`src/rtl/lcd_tgen_pkg.sv`:
```
package lcd_tgen_pkg;
   // register word indices
   localparam int unsigned RA_GLOBAL = 0;
   localparam int unsigned RA_IRQ    = 1;
   localparam int unsigned RA_LINE   = 2;
   localparam int unsigned RA_CHAN   = 3;
   localparam int unsigned RA_TIM0   = 4;  // active, horizontal, vertical, sync widths follow
   localparam int unsigned RA_POL    = 8;
   localparam int unsigned NUM_TIM   = 4;

   // bit positions
   localparam int unsigned BP_ENABLE = 31;
   localparam int unsigned BP_VB_EN  = 31;
   localparam int unsigned BP_LN_EN  = 30;
   localparam int unsigned BP_VB_FLG = 15;
   localparam int unsigned BP_LN_FLG = 14;
   localparam int unsigned BP_HS_INV = 25;
   localparam int unsigned BP_VS_INV = 24;
   localparam int unsigned BP_DLY    = 4;

   typedef enum logic [1:0] {
      TG_IDLE  = 2'd0,
      TG_DELAY = 2'd1,
      TG_RUN   = 2'd2
   } tg_state_e;
endpackage

```
`src/rtl/lcd_tgen_regs.sv`:
```
module lcd_tgen_regs
   import lcd_tgen_pkg::*;
#(
   parameter int unsigned ADDR_W = 4,
   parameter int unsigned DLY_W  = 5,
   parameter int unsigned LINE_W = 12
) (
   input  logic              clk,
   input  logic              rst_n,
   input  logic              wr,
   input  logic [ADDR_W-1:0] addr,
   input  logic [31:0]       wdata,
   output logic [31:0]       rdata,
   input  logic              vb_set,
   input  logic              ln_set,
   output logic              glob_en,
   output logic              chan_en,
   output logic [DLY_W-1:0]  dly_f,
   output logic [31:0]       act_r,
   output logic [31:0]       hor_r,
   output logic [31:0]       ver_r,
   output logic [31:0]       syw_r,
   output logic              inv_h,
   output logic              inv_v,
   output logic              vb_en,
   output logic              ln_en,
   output logic              vb_flg,
   output logic              ln_flg,
   output logic [LINE_W-1:0] line_num
);
   logic [31:0] tim_q [NUM_TIM];
   logic wr_glob, wr_irq, wr_line, wr_chan, wr_pol;

   assign wr_glob = wr && (addr == ADDR_W'(RA_GLOBAL));
   assign wr_irq  = wr && (addr == ADDR_W'(RA_IRQ));
   assign wr_line = wr && (addr == ADDR_W'(RA_LINE));
   assign wr_chan = wr && (addr == ADDR_W'(RA_CHAN));
   assign wr_pol  = wr && (addr == ADDR_W'(RA_POL));

   // one storage word per timing register
   for (genvar gi = 0; gi < NUM_TIM; gi++) begin : g_tim
      always_ff @(posedge clk) begin
         if (!rst_n)
            tim_q[gi] <= '0;
         else if (wr && (addr == ADDR_W'(RA_TIM0 + gi)))
            tim_q[gi] <= wdata;
      end
   end

   assign act_r = tim_q[0];
   assign hor_r = tim_q[1];
   assign ver_r = tim_q[2];
   assign syw_r = tim_q[3];

   always_ff @(posedge clk) begin
      if (!rst_n) begin
         glob_en  <= 1'b0;
         chan_en  <= 1'b0;
         dly_f    <= '0;
         inv_h    <= 1'b0;
         inv_v    <= 1'b0;
         line_num <= '0;
      end else begin
         if (wr_glob) glob_en <= wdata[BP_ENABLE];
         if (wr_chan) begin
            chan_en <= wdata[BP_ENABLE];
            dly_f   <= wdata[BP_DLY +: DLY_W];
         end
         if (wr_pol) begin
            inv_h <= wdata[BP_HS_INV];
            inv_v <= wdata[BP_VS_INV];
         end
         if (wr_line) line_num <= wdata[LINE_W-1:0];
      end
   end

   // interrupt enables and flags; a set event wins over a clearing write
   always_ff @(posedge clk) begin
      if (!rst_n) begin
         vb_en  <= 1'b0;
         ln_en  <= 1'b0;
         vb_flg <= 1'b0;
         ln_flg <= 1'b0;
      end else if (wr_irq) begin
         vb_en  <= wdata[BP_VB_EN];
         ln_en  <= wdata[BP_LN_EN];
         vb_flg <= vb_set | (vb_flg & wdata[BP_VB_FLG]);
         ln_flg <= ln_set | (ln_flg & wdata[BP_LN_FLG]);
      end else begin
         vb_flg <= vb_flg | vb_set;
         ln_flg <= ln_flg | ln_set;
      end
   end

   always_comb begin
      rdata = '0;
      case (addr)
         ADDR_W'(RA_GLOBAL): rdata[BP_ENABLE] = glob_en;
         ADDR_W'(RA_IRQ): begin
            rdata[BP_VB_EN]  = vb_en;
            rdata[BP_LN_EN]  = ln_en;
            rdata[BP_VB_FLG] = vb_flg;
            rdata[BP_LN_FLG] = ln_flg;
         end
         ADDR_W'(RA_LINE): rdata[LINE_W-1:0] = line_num;
         ADDR_W'(RA_CHAN): begin
            rdata[BP_ENABLE]       = chan_en;
            rdata[BP_DLY +: DLY_W] = dly_f;
         end
         ADDR_W'(RA_TIM0 + 0): rdata = tim_q[0];
         ADDR_W'(RA_TIM0 + 1): rdata = tim_q[1];
         ADDR_W'(RA_TIM0 + 2): rdata = tim_q[2];
         ADDR_W'(RA_TIM0 + 3): rdata = tim_q[3];
         ADDR_W'(RA_POL): begin
            rdata[BP_HS_INV] = inv_h;
            rdata[BP_VS_INV] = inv_v;
         end
         default: rdata = '0;
      endcase
   end
endmodule

```
`src/rtl/lcd_tgen_decode.sv`:
```
module lcd_tgen_decode #(
   parameter int unsigned CNT_W   = 12,
   parameter int unsigned DLY_W   = 5,
   parameter int unsigned DLY_MAX = 30
) (
   input  logic [31:0]      act_r,
   input  logic [31:0]      hor_r,
   input  logic [31:0]      ver_r,
   input  logic [31:0]      syw_r,
   input  logic [DLY_W-1:0] dly_f,
   output logic [CNT_W-1:0] aw_m1,
   output logic [CNT_W-1:0] ah_m1,
   output logic [CNT_W-1:0] hmax,
   output logic [CNT_W-1:0] hs_beg,
   output logic [CNT_W:0]   hs_end,
   output logic [CNT_W-1:0] vmax,
   output logic [CNT_W-1:0] vs_beg,
   output logic [CNT_W:0]   vs_end,
   output logic [DLY_W-1:0] dly_eff
);
   localparam int unsigned FIELD_MAX = (1 << DLY_W) - 1;

   logic [CNT_W-1:0] hbp_m1, vbp_m1, hsw_m1, vsw_m1, vtot;

   assign aw_m1  = act_r[16 +: CNT_W];
   assign ah_m1  = act_r[0 +: CNT_W];
   assign hmax   = hor_r[16 +: CNT_W];
   assign hbp_m1 = hor_r[0 +: CNT_W];
   assign vtot   = ver_r[17 +: CNT_W];   // half-line count divided by two
   assign vbp_m1 = ver_r[0 +: CNT_W];
   assign hsw_m1 = syw_r[16 +: CNT_W];
   assign vsw_m1 = syw_r[0 +: CNT_W];

   // back porch spans sync start to end of line: start = total - porch
   assign hs_beg = hmax - hbp_m1;
   assign hs_end = {1'b0, hs_beg} + {1'b0, hsw_m1} + (CNT_W+1)'(1);
   assign vmax   = vtot - CNT_W'(1);
   assign vs_beg = vtot - vbp_m1 - CNT_W'(1);
   assign vs_end = {1'b0, vs_beg} + {1'b0, vsw_m1} + (CNT_W+1)'(1);

   if (DLY_MAX >= FIELD_MAX) begin : g_noclamp
      assign dly_eff = dly_f;
   end else begin : g_clamp
      assign dly_eff = (dly_f > DLY_W'(DLY_MAX)) ? DLY_W'(DLY_MAX) : dly_f;
   end
endmodule

```
`src/rtl/lcd_tgen_core.sv`:
```
module lcd_tgen_core
   import lcd_tgen_pkg::*;
#(
   parameter int unsigned CNT_W  = 12,
   parameter int unsigned DLY_W  = 5,
   parameter int unsigned LINE_W = 12
) (
   input  logic              clk,
   input  logic              rst_n,
   input  logic              en,
   input  logic [CNT_W-1:0]  aw_m1,
   input  logic [CNT_W-1:0]  ah_m1,
   input  logic [CNT_W-1:0]  hmax,
   input  logic [CNT_W-1:0]  hs_beg,
   input  logic [CNT_W:0]    hs_end,
   input  logic [CNT_W-1:0]  vmax,
   input  logic [CNT_W-1:0]  vs_beg,
   input  logic [CNT_W:0]    vs_end,
   input  logic [DLY_W-1:0]  dly_eff,
   input  logic [LINE_W-1:0] line_num,
   input  logic              inv_h,
   input  logic              inv_v,
   output logic [CNT_W-1:0]  pix_x,
   output logic [CNT_W-1:0]  pix_y,
   output logic              de,
   output logic              hsync,
   output logic              vsync,
   output logic              running,
   output logic              vb_set,
   output logic              ln_set
);
   tg_state_e        st;
   logic [CNT_W-1:0] hc, vc, next_vc;
   logic [DLY_W-1:0] dly_q, dcnt;
   // shadow copy, reloaded only at frame start
   logic [CNT_W-1:0] s_aw, s_ah, s_hmax, s_hsb, s_vmax, s_vsb;
   logic [CNT_W:0]   s_hse, s_vse;
   logic line_end, last_dly, frame_end, load_sh, enter_line;

   assign line_end   = (hc == s_hmax);
   assign last_dly   = (dcnt == dly_q - DLY_W'(1));
   assign frame_end  = line_end && (vc == s_vmax);
   assign load_sh    = en && ((st == TG_IDLE) ||
                              (st == TG_DELAY && line_end && last_dly) ||
                              (st == TG_RUN && frame_end));
   assign enter_line = en && ((st == TG_IDLE && dly_eff == '0) ||
                              (st == TG_DELAY && line_end && last_dly) ||
                              (st == TG_RUN && line_end));
   assign next_vc    = (st == TG_RUN && vc != s_vmax) ? vc + CNT_W'(1) : '0;

   always_ff @(posedge clk) begin
      if (!rst_n) begin
         st    <= TG_IDLE;
         hc    <= '0;
         vc    <= '0;
         dcnt  <= '0;
         dly_q <= '0;
      end else if (!en) begin
         st   <= TG_IDLE;
         hc   <= '0;
         vc   <= '0;
         dcnt <= '0;
      end else begin
         case (st)
            TG_IDLE: begin
               hc    <= '0;
               vc    <= '0;
               dcnt  <= '0;
               dly_q <= dly_eff;
               st    <= (dly_eff == '0) ? TG_RUN : TG_DELAY;
            end
            TG_DELAY: begin
               if (line_end) begin
                  hc <= '0;
                  if (last_dly) begin
                     st <= TG_RUN;
                     vc <= '0;
                  end else begin
                     dcnt <= dcnt + DLY_W'(1);
                  end
               end else begin
                  hc <= hc + CNT_W'(1);
               end
            end
            TG_RUN: begin
               if (line_end) begin
                  hc <= '0;
                  vc <= next_vc;
               end else begin
                  hc <= hc + CNT_W'(1);
               end
            end
            default: st <= TG_IDLE;
         endcase
      end
   end

   always_ff @(posedge clk) begin
      if (!rst_n) begin
         s_aw <= '0; s_ah <= '0; s_hmax <= '0; s_hsb <= '0;
         s_vmax <= '0; s_vsb <= '0; s_hse <= '0; s_vse <= '0;
      end else if (load_sh) begin
         s_aw <= aw_m1; s_ah <= ah_m1; s_hmax <= hmax; s_hsb <= hs_beg;
         s_vmax <= vmax; s_vsb <= vs_beg; s_hse <= hs_end; s_vse <= vs_end;
      end
   end

   assign running = en && (st == TG_RUN);
   assign pix_x   = running ? hc : '0;
   assign pix_y   = running ? vc : '0;
   assign de      = running && (hc <= s_aw) && (vc <= s_ah);
   assign hsync   = inv_h ^ (running && (hc >= s_hsb) && ({1'b0, hc} < s_hse));
   assign vsync   = inv_v ^ (running && (vc >= s_vsb) && ({1'b0, vc} < s_vse));
   assign vb_set  = running && line_end && (vc == s_ah);
   assign ln_set  = enter_line && (32'(next_vc) == 32'(line_num));
endmodule

```
`src/rtl/lcd_tgen.sv`:
```
module lcd_tgen #(
   parameter int unsigned ADDR_W  = 4,
   parameter int unsigned CNT_W   = 12,
   parameter int unsigned DLY_W   = 5,
   parameter int unsigned DLY_MAX = 30,
   parameter int unsigned LINE_W  = 12
) (
   input  logic              clk,
   input  logic              rst_n,
   input  logic              bus_wr,
   input  logic [ADDR_W-1:0] bus_addr,
   input  logic [31:0]       bus_wdata,
   output logic [31:0]       bus_rdata,
   output logic              hsync,
   output logic              vsync,
   output logic              de,
   output logic [CNT_W-1:0]  pix_x,
   output logic [CNT_W-1:0]  pix_y,
   output logic              vblank_irq,
   output logic              line_irq
);
   if (CNT_W < 2 || CNT_W > 15) begin : g_bad_cnt
      $error("CNT_W must lie in 2..15");
   end
   if (ADDR_W < 4) begin : g_bad_addr
      $error("ADDR_W must reach nine registers");
   end
   if (DLY_W + 4 > 16 || DLY_W < 1) begin : g_bad_dly
      $error("delay field must sit in the low half word");
   end
   if (LINE_W < 1 || LINE_W > 16) begin : g_bad_line
      $error("LINE_W must lie in 1..16");
   end

   logic              glob_en, chan_en, inv_h, inv_v;
   logic              vb_en, ln_en, vb_flg, ln_flg, vb_set, ln_set, running;
   logic [DLY_W-1:0]  dly_f, dly_eff;
   logic [31:0]       act_r, hor_r, ver_r, syw_r;
   logic [LINE_W-1:0] line_num;
   logic [CNT_W-1:0]  aw_m1, ah_m1, hmax, hs_beg, vmax, vs_beg;
   logic [CNT_W:0]    hs_end, vs_end;

   lcd_tgen_regs #(.ADDR_W(ADDR_W), .DLY_W(DLY_W), .LINE_W(LINE_W)) u_regs (
      .clk(clk), .rst_n(rst_n), .wr(bus_wr), .addr(bus_addr), .wdata(bus_wdata),
      .rdata(bus_rdata), .vb_set(vb_set), .ln_set(ln_set),
      .glob_en(glob_en), .chan_en(chan_en), .dly_f(dly_f),
      .act_r(act_r), .hor_r(hor_r), .ver_r(ver_r), .syw_r(syw_r),
      .inv_h(inv_h), .inv_v(inv_v), .vb_en(vb_en), .ln_en(ln_en),
      .vb_flg(vb_flg), .ln_flg(ln_flg), .line_num(line_num)
   );

   lcd_tgen_decode #(.CNT_W(CNT_W), .DLY_W(DLY_W), .DLY_MAX(DLY_MAX)) u_dec (
      .act_r(act_r), .hor_r(hor_r), .ver_r(ver_r), .syw_r(syw_r), .dly_f(dly_f),
      .aw_m1(aw_m1), .ah_m1(ah_m1), .hmax(hmax), .hs_beg(hs_beg), .hs_end(hs_end),
      .vmax(vmax), .vs_beg(vs_beg), .vs_end(vs_end), .dly_eff(dly_eff)
   );

   lcd_tgen_core #(.CNT_W(CNT_W), .DLY_W(DLY_W), .LINE_W(LINE_W)) u_core (
      .clk(clk), .rst_n(rst_n), .en(glob_en && chan_en),
      .aw_m1(aw_m1), .ah_m1(ah_m1), .hmax(hmax), .hs_beg(hs_beg), .hs_end(hs_end),
      .vmax(vmax), .vs_beg(vs_beg), .vs_end(vs_end), .dly_eff(dly_eff),
      .line_num(line_num), .inv_h(inv_h), .inv_v(inv_v),
      .pix_x(pix_x), .pix_y(pix_y), .de(de), .hsync(hsync), .vsync(vsync),
      .running(running), .vb_set(vb_set), .ln_set(ln_set)
   );

   assign vblank_irq = vb_flg && vb_en;
   assign line_irq   = ln_flg && ln_en;
endmodule

```
`config.mk`:
```
export PLATFORM = sky130hd
export DESIGN_NAME = lcd_tgen
export DESIGN_NICKNAME = d
export VERILOG_FILES = /design/src/rtl/lcd_tgen_pkg.sv /design/src/rtl/lcd_tgen_regs.sv /design/src/rtl/lcd_tgen_decode.sv /design/src/rtl/lcd_tgen_core.sv /design/src/rtl/lcd_tgen.sv
export SDC_FILE = /design/constraint.sdc
export NUM_CORES = 1
export LEC_CHECK = 0
export BUFFER_PORTS_ARGS = -buffer_cell sky130_fd_sc_hd__buf_2
export CORE_UTILIZATION = 55
export CTS_CLUSTER_SIZE = 8
export DETAILED_ROUTE_END_ITERATION = 10
export GPL_TIMING_DRIVEN = 0
export MAX_ROUTING_LAYER = met4
export PLACE_DENSITY = 0.85
export SLEW_MARGIN = 0
export SYNTH_ARGS = -nofsm -noshare
export SYNTH_HDL_FRONTEND = slang
export SYNTH_HIERARCHICAL = 1
export SYNTH_SLANG_ARGS = --single-unit
```
`constraint.sdc`:
```
create_clock -name clk -period 4.36 [get_ports clk]
set_clock_uncertainty 0.05 [all_clocks]
set_input_delay 0.436 -clock clk [delete_from_list [all_inputs] [get_ports clk]]
set_output_delay 0.436 -clock clk [all_outputs]
set_load 0.005 [all_outputs]
```
; ---- Yosys cells after proc, flatten, opt, wreduce, memory -nomap -nowiden
; Memory sizes are Yosys's and may differ from the RTL's.
; Cells that the tools add are included.
[classes]
n_addsub = 12
magnitude_cmp = 7
eq_ne = 20
reduce_logical = 47
muxes = 46
bitwise = 13
[op_table]
columns = operator, n
row1 = $mux 32, 4
row2 = $mux 12, 7
row3 = $eq 12x12->1, 4
row4 = $pmux 12 s3, 1
row5 = $pmux 8 s4, 1
row6 = $logic_and 1x1->1, 31
row7 = $pmux 5 s6, 1
row8 = $add 12x12->13, 2
row9 = $add 13x1->13 const B, 2
row10 = $lt 12x13->1, 2
row11 = $add 12x1->12 const B, 2
row12 = $ge 12x12->1, 2
row13 = $le 12x12->1, 2
row14 = $pmux 12 s2, 1
row15 = $sub 12x1->12 const B, 2
row16 = $sub 12x12->12, 2
row17 = $pmux 2 s5, 2
row18 = $pmux 4 s5, 1
row19 = $eq 4x3->1 const B, 4
row20 = $pmux 4 s4, 1
row21 = $mux 1, 15
row22 = $mux 5, 3
row23 = $pmux 3 s5, 1
row24 = $ne 12x12->1, 1
row25 = other kinds (31), 51
[totals]
memories = 1
ff_bits = 159
ram_bits = 128
out_inout_bits = 61
inputBits = 39
elab_cells = 169
[memory_table]
columns = name, depth, width, read_ports, rd_clocked_by_memory_dff, write_ports, line
row1 = u_regs.tim_q, 4, 32, 4, 0, 4, lcd_tgen_regs.sv:31  ; logic [31:0] tim_q [NUM_TIM];

; ---- Longest topological paths before layout
; Gate-level depths: netlist of the first run.
[depth]
word_depth = 10
depth_mapped = 17
depth_no_buf = 16

; ---- Modules after synthesis
; Netlist of the first run, hierarchy kept.
[modules_own_cells]
columns = mod, instances, area_each_um2, cells_each, seq_area_each_um2
row1 = lcd_tgen_core, 1, 8061.5, 1027, 2682.6
row2 = lcd_tgen_regs, 1, 7050.5, 526, 4344.2
row3 = lcd_tgen_decode, 1, 2798.9, 402, 0.0
row4 = lcd_tgen, 1, 18.8, 3, 0.0

; ---- Worst setup path before layout of the first run
; No wires, ideal clock.
[synth_timing]
path_type = input-to-reg
start = input bus_addr[0]
end = memory u_regs.tim_q[3][0] (enable)
n_path_buf = 2
t_arrival_ps = 3206
setup_ps = 466
required_time_ps = 3844
path_stages = 4
path_slack_ps = 638
path_cell_list = buf_4 -> nand2_1 -> buf_2 -> o21ai_0
[synth_rtl]
columns = element, line
row1 = "start, declared", lcd_tgen.sv:11  ; input logic [ADDR_W-1:0] bus_addr,
row2 = "end, declared", lcd_tgen_regs.sv:31

; ---- Final worst setup path of the first run
[layout_timing]
start = register u_core.st[0]
end = output hsync
[layout_between]
elab_chain_cells = 5
[layout_lines]
columns = element, line
row1 = "start, declared", lcd_tgen_core.sv:32  ; tg_state_e st;
row2 = "start signal, assigned", lcd_tgen_core.sv:70  ; st <= (dly_eff == '0) ? TG_RUN : TG_DELAY;
row3 = $eq 2x2->1, lcd_tgen_core.sv:108  ; assign running = en && (st == TG_RUN);
row4 = $logic_and 1x1->1, lcd_tgen_core.sv:108
row5 = $logic_and 1x1->1 (2 in a row), lcd_tgen_core.sv:112  ; assign hsync = inv_h ^ (running && (hc >= s_hsb) && ({1'b0, hc} < s_hse));
row6 = $xor 1x1->1, lcd_tgen_core.sv:112
row7 = "end, declared", lcd_tgen.sv:14  ; output logic hsync,
; Every way passes these cells.

==> summary.txt, run 1 <==
Status
  – Status: finished, violations left
  – Violated checks: max-capacitance violations, max-slew violations

Logic synthesis
  – Post-Syn Nets: approximately 2100
  – Mapped Area: 0.0179 mm²
  – Post-synthesis xor/xnor area fraction: 0.0445
  – Yosys warnings: 6
  – Main combinational cell family by area after synthesis: simple AND/OR/NAND/NOR gates
  – Number of flops mapped to enable cells by yosys: ~130
  – Multiplexer share of the synthesized area: 0.0390
  – Async set or reset register ratio after synthesis: 0
  – Unique cell type count in the Yosys netlist: 86
  – Post-synth top flop: dfxtp_1
  – Synth Area in Compound Gates: 0.139
  – Average size of a mapped cell: slightly above 9 µm²
  – Seq/Total Area, Yosys: 0.392
  – Yosys reg bits: 287
  – Simple-Gate Fraction of Synth Area: 0.218
  – Adder-cell share of the synthesized area: 0.0945
  – Syn Inst Count: 1958

Drt
  – Vias/cell: slightly above 6
  – Routed vias: around 16000
  – Initial drt markers: around 1600
  – DR DRC count: 0
  – Wire per inst: between 20 and 25 µm
  – Post-DRT Antenna Nets: 0
  – DR pass1 iterations: 7
  – Routed WL: 55600 µm

STA
  – Fin. Hold Viols: 0
  – Final TNS setup: 0 ns
  – Max-slew violations: 2
  – RSZ-0062 raised after global routing: no
  – Final Hold Slack: 0.113 ns
  – Worst-Margin Slew: ~1.6 ns
  – Highest achievable clock rate: ~240 MHz
  – Crit path time final: 4.09 ns
  – Final setup fails: 0
  – Period utilisation layout: 0.937
  – Relative slew slack: -0.0474

Place
  – Inst Count DP: ~2500
  – Cell Area, Placed: 0.0191 mm²
  – IO buf count: slightly below 100
  – Placed wire-length estimate: approximately 43000 µm
  – Routability Congestion: about 1

Global routing
  – Largest net degree at the start of global routing: 33
  – GRT Util Overall: 0.345
  – First-pass GRT wire length: between 80000 and 90000 µm
  – Initial antenna violation count: 1
  – GRT Residual Overflow: 0
  – Vias in the first global route: between 10000 and 15000

Power
  – LEAKAGE: around 8 nW
  – Total power: roughly 7 mW
  – PwrDens: 348 mW/mm²
  – Peak supply drop: ~0.32 mV

Worst setup path
  – WP data arrival: around 3.6 ns
  – Crit path launch type: register
  – CP Class: register to output pin
  – Crit path max fanout: 10
  – Crit end category: output pin
  – CP Data Required Time: 3.87 ns
  – Reg2Reg Depth: 16

CTS
  – Worst-path clk slew: around 0.050 ns
  – CTS tree: built
  – Root Driver: clkbuf_16
  – CTS Buffer Depth: 3
  – Post-CTS Setup Repair Bufs: 0
  – CTS H-tree lvls: 2
  – Clk_lat worst skew: 0.55 ns
  – Post-CTS Hold Fix Bufs: 0
  – TritonCTS Sinks: 287
  – CTS buffer count: 42

Die
  – Die Width: 183 µm
  – I/O pins: 100
  – Starting Density: 0.564
  – Die Area: around 0.033 mm²
  – Core area: about 0.032 mm²
  – Site row count: 65
  – Die height: about 180 µm

Final layout
  – Cell Count, Final, Fillers Out: 2551
  – Area grow syn2layout: 12.8%
  – Fraction of layout cells with a size suffix above 1: 0.139
  – Final Cell Area: roughly 0.020 mm²
  – Final Net Count: 2274

Hold path
  – WHS Path Cells: 3
  – Hold/Removal Path Class: input port to register

Job
  – MaxCap Viol Count: 1
area by class of cell:
cell class	count	area, µm²
fill	2616	11600
multi-input combinational	1398	9630
sequential	287	7030
clock buffer	52	1090
buffer	146	837
timing repair buffer	100	546
tap	435	544
inverter	127	477
clock inverter	5	75.1
antenna	1	2.50
worst paths after layout:
kind                           start                  to  slack [ns]
setup / recovery        u_core/st[0]               hsync        0.27
hold / removal          bus_wdata[9]  u_regs/line_num[9]        0.11
setup reg to reg  u_regs/tim_q[1][6]    u_core/s_hse[11]        0.36
hold reg to reg      u_core/s_hsb[4]     u_core/s_hsb[4]        0.40
through the flow:
step	setup slack (ns)	util
after floorplan	0.638	-
after global placement	-1.32	0.596
after detailed placement	0.423	0.599
after CTS	0.368	0.636
after global routing	0.137	0.636
final	0.275	0.636
kinds of logic after synthesis:
group | after synthesis
AOI/OAI and AO/OA | 390
xor gates and xnor gates | 91
adders and majority gates | 133
buffers and inverters | 273
DFF | 287
muxes | 42
and+or+nand+nor | 742
cell usage after synthesis (11+ instances only):
| master | number | area [µm²] |
|---|---|---|
| o21a_1 | 16 | 120 |
| edfxtp_1 | 128 | 3840 |
| nand4_1 | 20 | 125 |
| clkbuf_1 | 52 | 195 |
| nand3_1 | 132 | 661 |
| nand2b_1 | 16 | 100 |
| nor3_1 | 41 | 205 |
| mux4_2 | 22 | 495 |
| and3_1 | 39 | 244 |
| a21oi_1 | 61 | 305 |
| a21o_1 | 25 | 188 |
| dfxtp_1 | 159 | 3180 |
| mux2i_1 | 17 | 170 |
| a21boi_1 | 11 | 82.6 |
| xnor2_1 | 47 | 412 |
| a211oi_1 | 14 | 105 |
| buf_6 | 11 | 124 |
| nor2_1 | 70 | 263 |
| nand2_1 | 191 | 717 |
| nor2b_1 | 28 | 175 |
| o21ai_0 | 134 | 671 |
| xor2_1 | 44 | 385 |
| buf_2 | 27 | 135 |
| clkbuf_2 | 15 | 75.1 |
| buf_4 | 41 | 308 |
| inv_1 | 127 | 477 |
| ha_1 | 129 | 1610 |
| o21ai_1 | 24 | 120 |
| a21boi_0 | 17 | 128 |
| and2_1 | 148 | 926 |
worst max-delay path: stages (launching register included):
cell and delay, ns:
dfxtp_1 0.35, inv_1 0.11, ha_1 0.21, clkbuf_1 0.46, nand2_1 0.42, nor4_1 0.37
o311ai_0 0.54, xnor2_1 0.43, buf_2 0.18
flip-flops by register name, indices dropped and copies added (netlist names), 2 cells and up:
signal,flops
u_core/dcnt,5
u_core/dly_q,5
u_core/hc,12
u_core/s_ah,12
u_core/s_aw,12
u_core/s_hmax,12
u_core/s_hsb,12
u_core/s_hse,13
u_core/s_vmax,12
u_core/s_vsb,12
u_core/s_vse,13
u_core/st,2
u_core/vc,12
u_regs/dly_f,5
u_regs/line_num,12
u_regs/tim_q,128
repair_timing:
action / 4_1_cts / 5_1_grt
endpoints found under the hold margin: 0 / 0
setup endpoints to repair: 0 / 2
resized for setup: 0 / 2
per-layer routing:
metal,part of all wire,GRT usage
met1,0.41,0.451
met2,0.45,0.540
met3,0.095,0.0501
met4,0.043,0.138
met5,0,-
layout by cell type (no fill, tap or decap), types with 14 or more instances in the layout:
| master | count |
|---|---|
| a211oi_1 | 14 |
| a21boi_0 | 17 |
| a21o_1 | 25 |
| a21oi_1 | 61 |
| and2_1 | 148 |
| and3_1 | 39 |
| buf_2 | 124 |
| buf_4 | 41 |
| clkbuf_1 | 62 |
| clkbuf_16 | 42 |
| clkbuf_2 | 15 |
| dfxtp_1 | 159 |
| edfxtp_1 | 128 |
| ha_1 | 129 |
| inv_1 | 127 |
| mux2i_1 | 17 |
| mux4_2 | 22 |
| nand2_1 | 190 |
| nand2b_1 | 16 |
| nand3_1 | 132 |
| nand4_1 | 20 |
| nor2_1 | 70 |
| nor2b_1 | 28 |
| nor3_1 | 41 |
| o21a_1 | 16 |
| o21ai_0 | 130 |
| o21ai_1 | 25 |
| xnor2_1 | 47 |
| xor2_1 | 44 |
report_power, final:
part / internal [mW] / switching, mW
Clock: 1.74 / 1.17
Combinational: 0.465 / 0.683
Sequential: 2.89 / 0.0812
(Power assumes the default switching activity.)
==> inputs of run 2 (changes only) <==
Settings changed: PLACE_DENSITY 0.85 to 0.73.
==> run 2 against run 1 <==
Largest power group unchanged. Count of clock-buffer cells in the layout rose by 9. Global-route usage fell by 0.24 points. Critical path type is now register to register. Combinational power barely moved. The flow now finishes without violations. Cell count rose by 0.31%. Core utilization rose by 0.11 points. Total power rose by 0.44%. Sequential cell count did not move. Sequential power barely moved. Via count fell by 2.1%. Worst hold slack improved by 0.037 ns.
==> summary.txt, run 2 (synthesis gave the netlist of run 1 again) <==
Place
  – Placed wire-length estimate: 42400 µm
  – Routability Congestion: approximately 0.95
  – Inst Count DP: around 2500
  – IO buf count: slightly below 100
  – Setup WS pre-CTS: ~0.37 ns

Drt
  – Wire per inst: around 21 µm
  – Routed vias: approximately 15000
  – Post-DRT Antenna Nets: 0
  – DR pass1 iterations: 6
  – Vias/cell: just under 6
  – DR DRC count: 0
  – Initial drt markers: between 1000 and 1500
  – Routed WL: roughly 55000 µm

STA
  – Final WS setup: 0.351 ns
  – Final setup fails: 0
  – Max-slew violations: 0
  – RSZ-0062 raised after global routing: no
  – Final TNS setup: 0 ns
  – Highest achievable clock rate: approximately 250 MHz
  – Fin. Hold Viols: 0
  – Final Hold Slack: between 0.1 and 0.15 ns
  – Worst-Margin Slew: between 1 and 1.5 ns
  – Period utilisation layout: 0.920
  – Crit path time final: between 4 and 5 ns
  – Relative slew slack: 0.0300

Die
  – Starting Density: 0.564
  – Die Area: 0.0333 mm²
  – Core area: between 0.03 and 0.04 mm²
  – Die Width: 183 µm
  – Die height: 183 µm
  – Site row count: 65
  – I/O pins: 100

Worst setup path
  – Reg2Reg Depth: 16
  – Crit path max fanout: 10
  – Critical R2R Launch: u_regs/tim_q[1][4]
  – Crit path launch type: register
  – WP data arrival: roughly 4.4 ns
  – Crit end category: register
  – CP Class: register to register
  – Reg2reg setup slack: 0.35 ns
  – CP Data Required Time: ~4.8 ns
  – Worst flop-to-flop path endpoint: u_core/s_hse[11]

CTS
  – Clk_lat worst skew: ~0.53 ns
  – TritonCTS Sinks: between 200 and 300
  – CTS buffer count: 42
  – Post-CTS Hold Fix Bufs: 0
  – CTS Buffer Depth: 3
  – CTS tree: built
  – Root Driver: clkbuf_16
  – Worst-path clk slew: approximately 0.050 ns
  – CTS H-tree lvls: 2

Final layout
  – Filler Cells Inserted: ~2700
  – Largest registers: u_regs/tim_q (128), u_core/s_hse (13), u_core/s_vse (13)
  – FF/Latch Area: between 0.007 and 0.008 mm²
  – Largest Register: u_regs/tim_q
  – Area grow syn2layout: 13.0%
  – Most frequent cells in the layout: nand2_1 (190), dfxtp_1 (159), and2_1 (148)
  – Commonest non-fill, non-tap cell in the layout: nand2_1
  – Final Net Count: approximately 2300
  – Multi-input logic area: ~0.0096 mm²
  – Fraction of layout cells with a size suffix above 1: 0.138
  – Number of flip-flops under the largest register name: about 130
  – Cell Count, Final, Fillers Out: ~2600

Global routing
  – GRT Residual Overflow: 0
  – Initial antenna violation count: 2
  – Largest net degree at the start of global routing: 33
  – First-pass GRT wire length: ~84000 µm
  – Vias in the first global route: ~15000
  – GRT Util Overall: 0.343

Hold path
  – WHS Path Cells: 3
  – Hold/Removal Path Class: input port to register
  – Worst Hold Path EP: u_regs/line_num[9]
  – Hold_sp: bus_wdata[9]

Power
  – LEAKAGE: just over 8 nW
  – PwrDens: 349 mW/mm²
  – Peak supply drop: between 0.3 and 0.4 mV
  – Total power: 7.07 mW

Status
  – Status: finished clean

Job
  – MaxCap Viol Count: 0
==> run 2: cell count changes in the layout (fill, tap and decap cells not counted), moves of 2 or more <==
cell,delta
clkbuf_1,+7
buf_12,-3
clkinv_8,-2
buf_16,+3
==> run 2: where the power goes <==
group / switching, mW / total (mW) / leakage [nW] / internal [mW]
Sequential: 0.0757 / 2.97 / 2.51 / 2.89
Clock: 1.14 / 2.94 / 0.570 / 1.80
Combinational: 0.685 / 1.15 / 5.15 / 0.468
Total: 1.90 / 7.07 / 8.23 / 5.16
==> run 2: metal layers <==
metal	GRT usage	part of all wire	up-vias
met4	0.132	0.038	0
li1	-	-	7162
met1	0.448	0.42	7195
met2	0.543	0.46	701
met3	0.0425	0.077	120
met5	-	0	-
==> run 2: final cells by class <==
type                    instances  share of cell area
diodes                          2            0.000247
clock inverters                 3            0.000926
inverters                     127              0.0235
flip-flops and latches        287               0.347
clock buffers                  61              0.0569
plain buffers                 146              0.0413
well taps                     435              0.0269
repair buffers                100              0.0280
multi-input cells            1398               0.475
==> run 2: stage by stage <==
step | utilization | instance area [µm²]
after floorplan | - | 17900
after global placement | 0.596 | 19000
after detailed placement | 0.600 | 19100
after CTS | 0.637 | 20300
after global routing | 0.637 | 20300
final | 0.637 | 20300
==> run 2: worst max-delay path by stage <==
| stage | cells after the start | endpoint | slack [ns] | startpoint |
|---|---|---|---|---|
| floorplan | 4 | u_regs/tim_q[3][0] | 0.64 | bus_addr[0] |
| global placement | 4 | u_regs/tim_q[3][17] | -1.33 | bus_addr[0] |
| global route | 16 | u_core/s_hse[11] | 0.09 | u_regs/tim_q[1][4] |
| detailed placement | 14 | u_core/s_hse[9] | 0.37 | u_regs/tim_q[1][0] |
| CTS | 14 | u_core/s_hse[9] | 0.35 | u_regs/tim_q[1][0] |
| finish | 16 | u_core/s_hse[11] | 0.35 | u_regs/tim_q[1][4] |
==> run 2: timing repair <==
item / CTS / global route
resized for setup: 0 / 1
buffers inserted: 0 / 0
setup endpoints to repair: 0 / 1
==> run 2: worst max-delay path, cell delays in order, from the launching register on <==
cell,delay [ns]
edfxtp_1,0.44
inv_1,0.07
ha_1,0.24
or3_4,0.41
or2_4,0.24
o221ai_2,0.18
or4b_1,0.46
o311ai_1,0.16
ha_1,0.19
clkbuf_1,0.32
nand2_1,0.09
o21ai_0,0.37
nor3_1,0.09
a211oi_1,0.24
o311a_1,0.23
nand3_1,0.08
o21ai_0,0.07
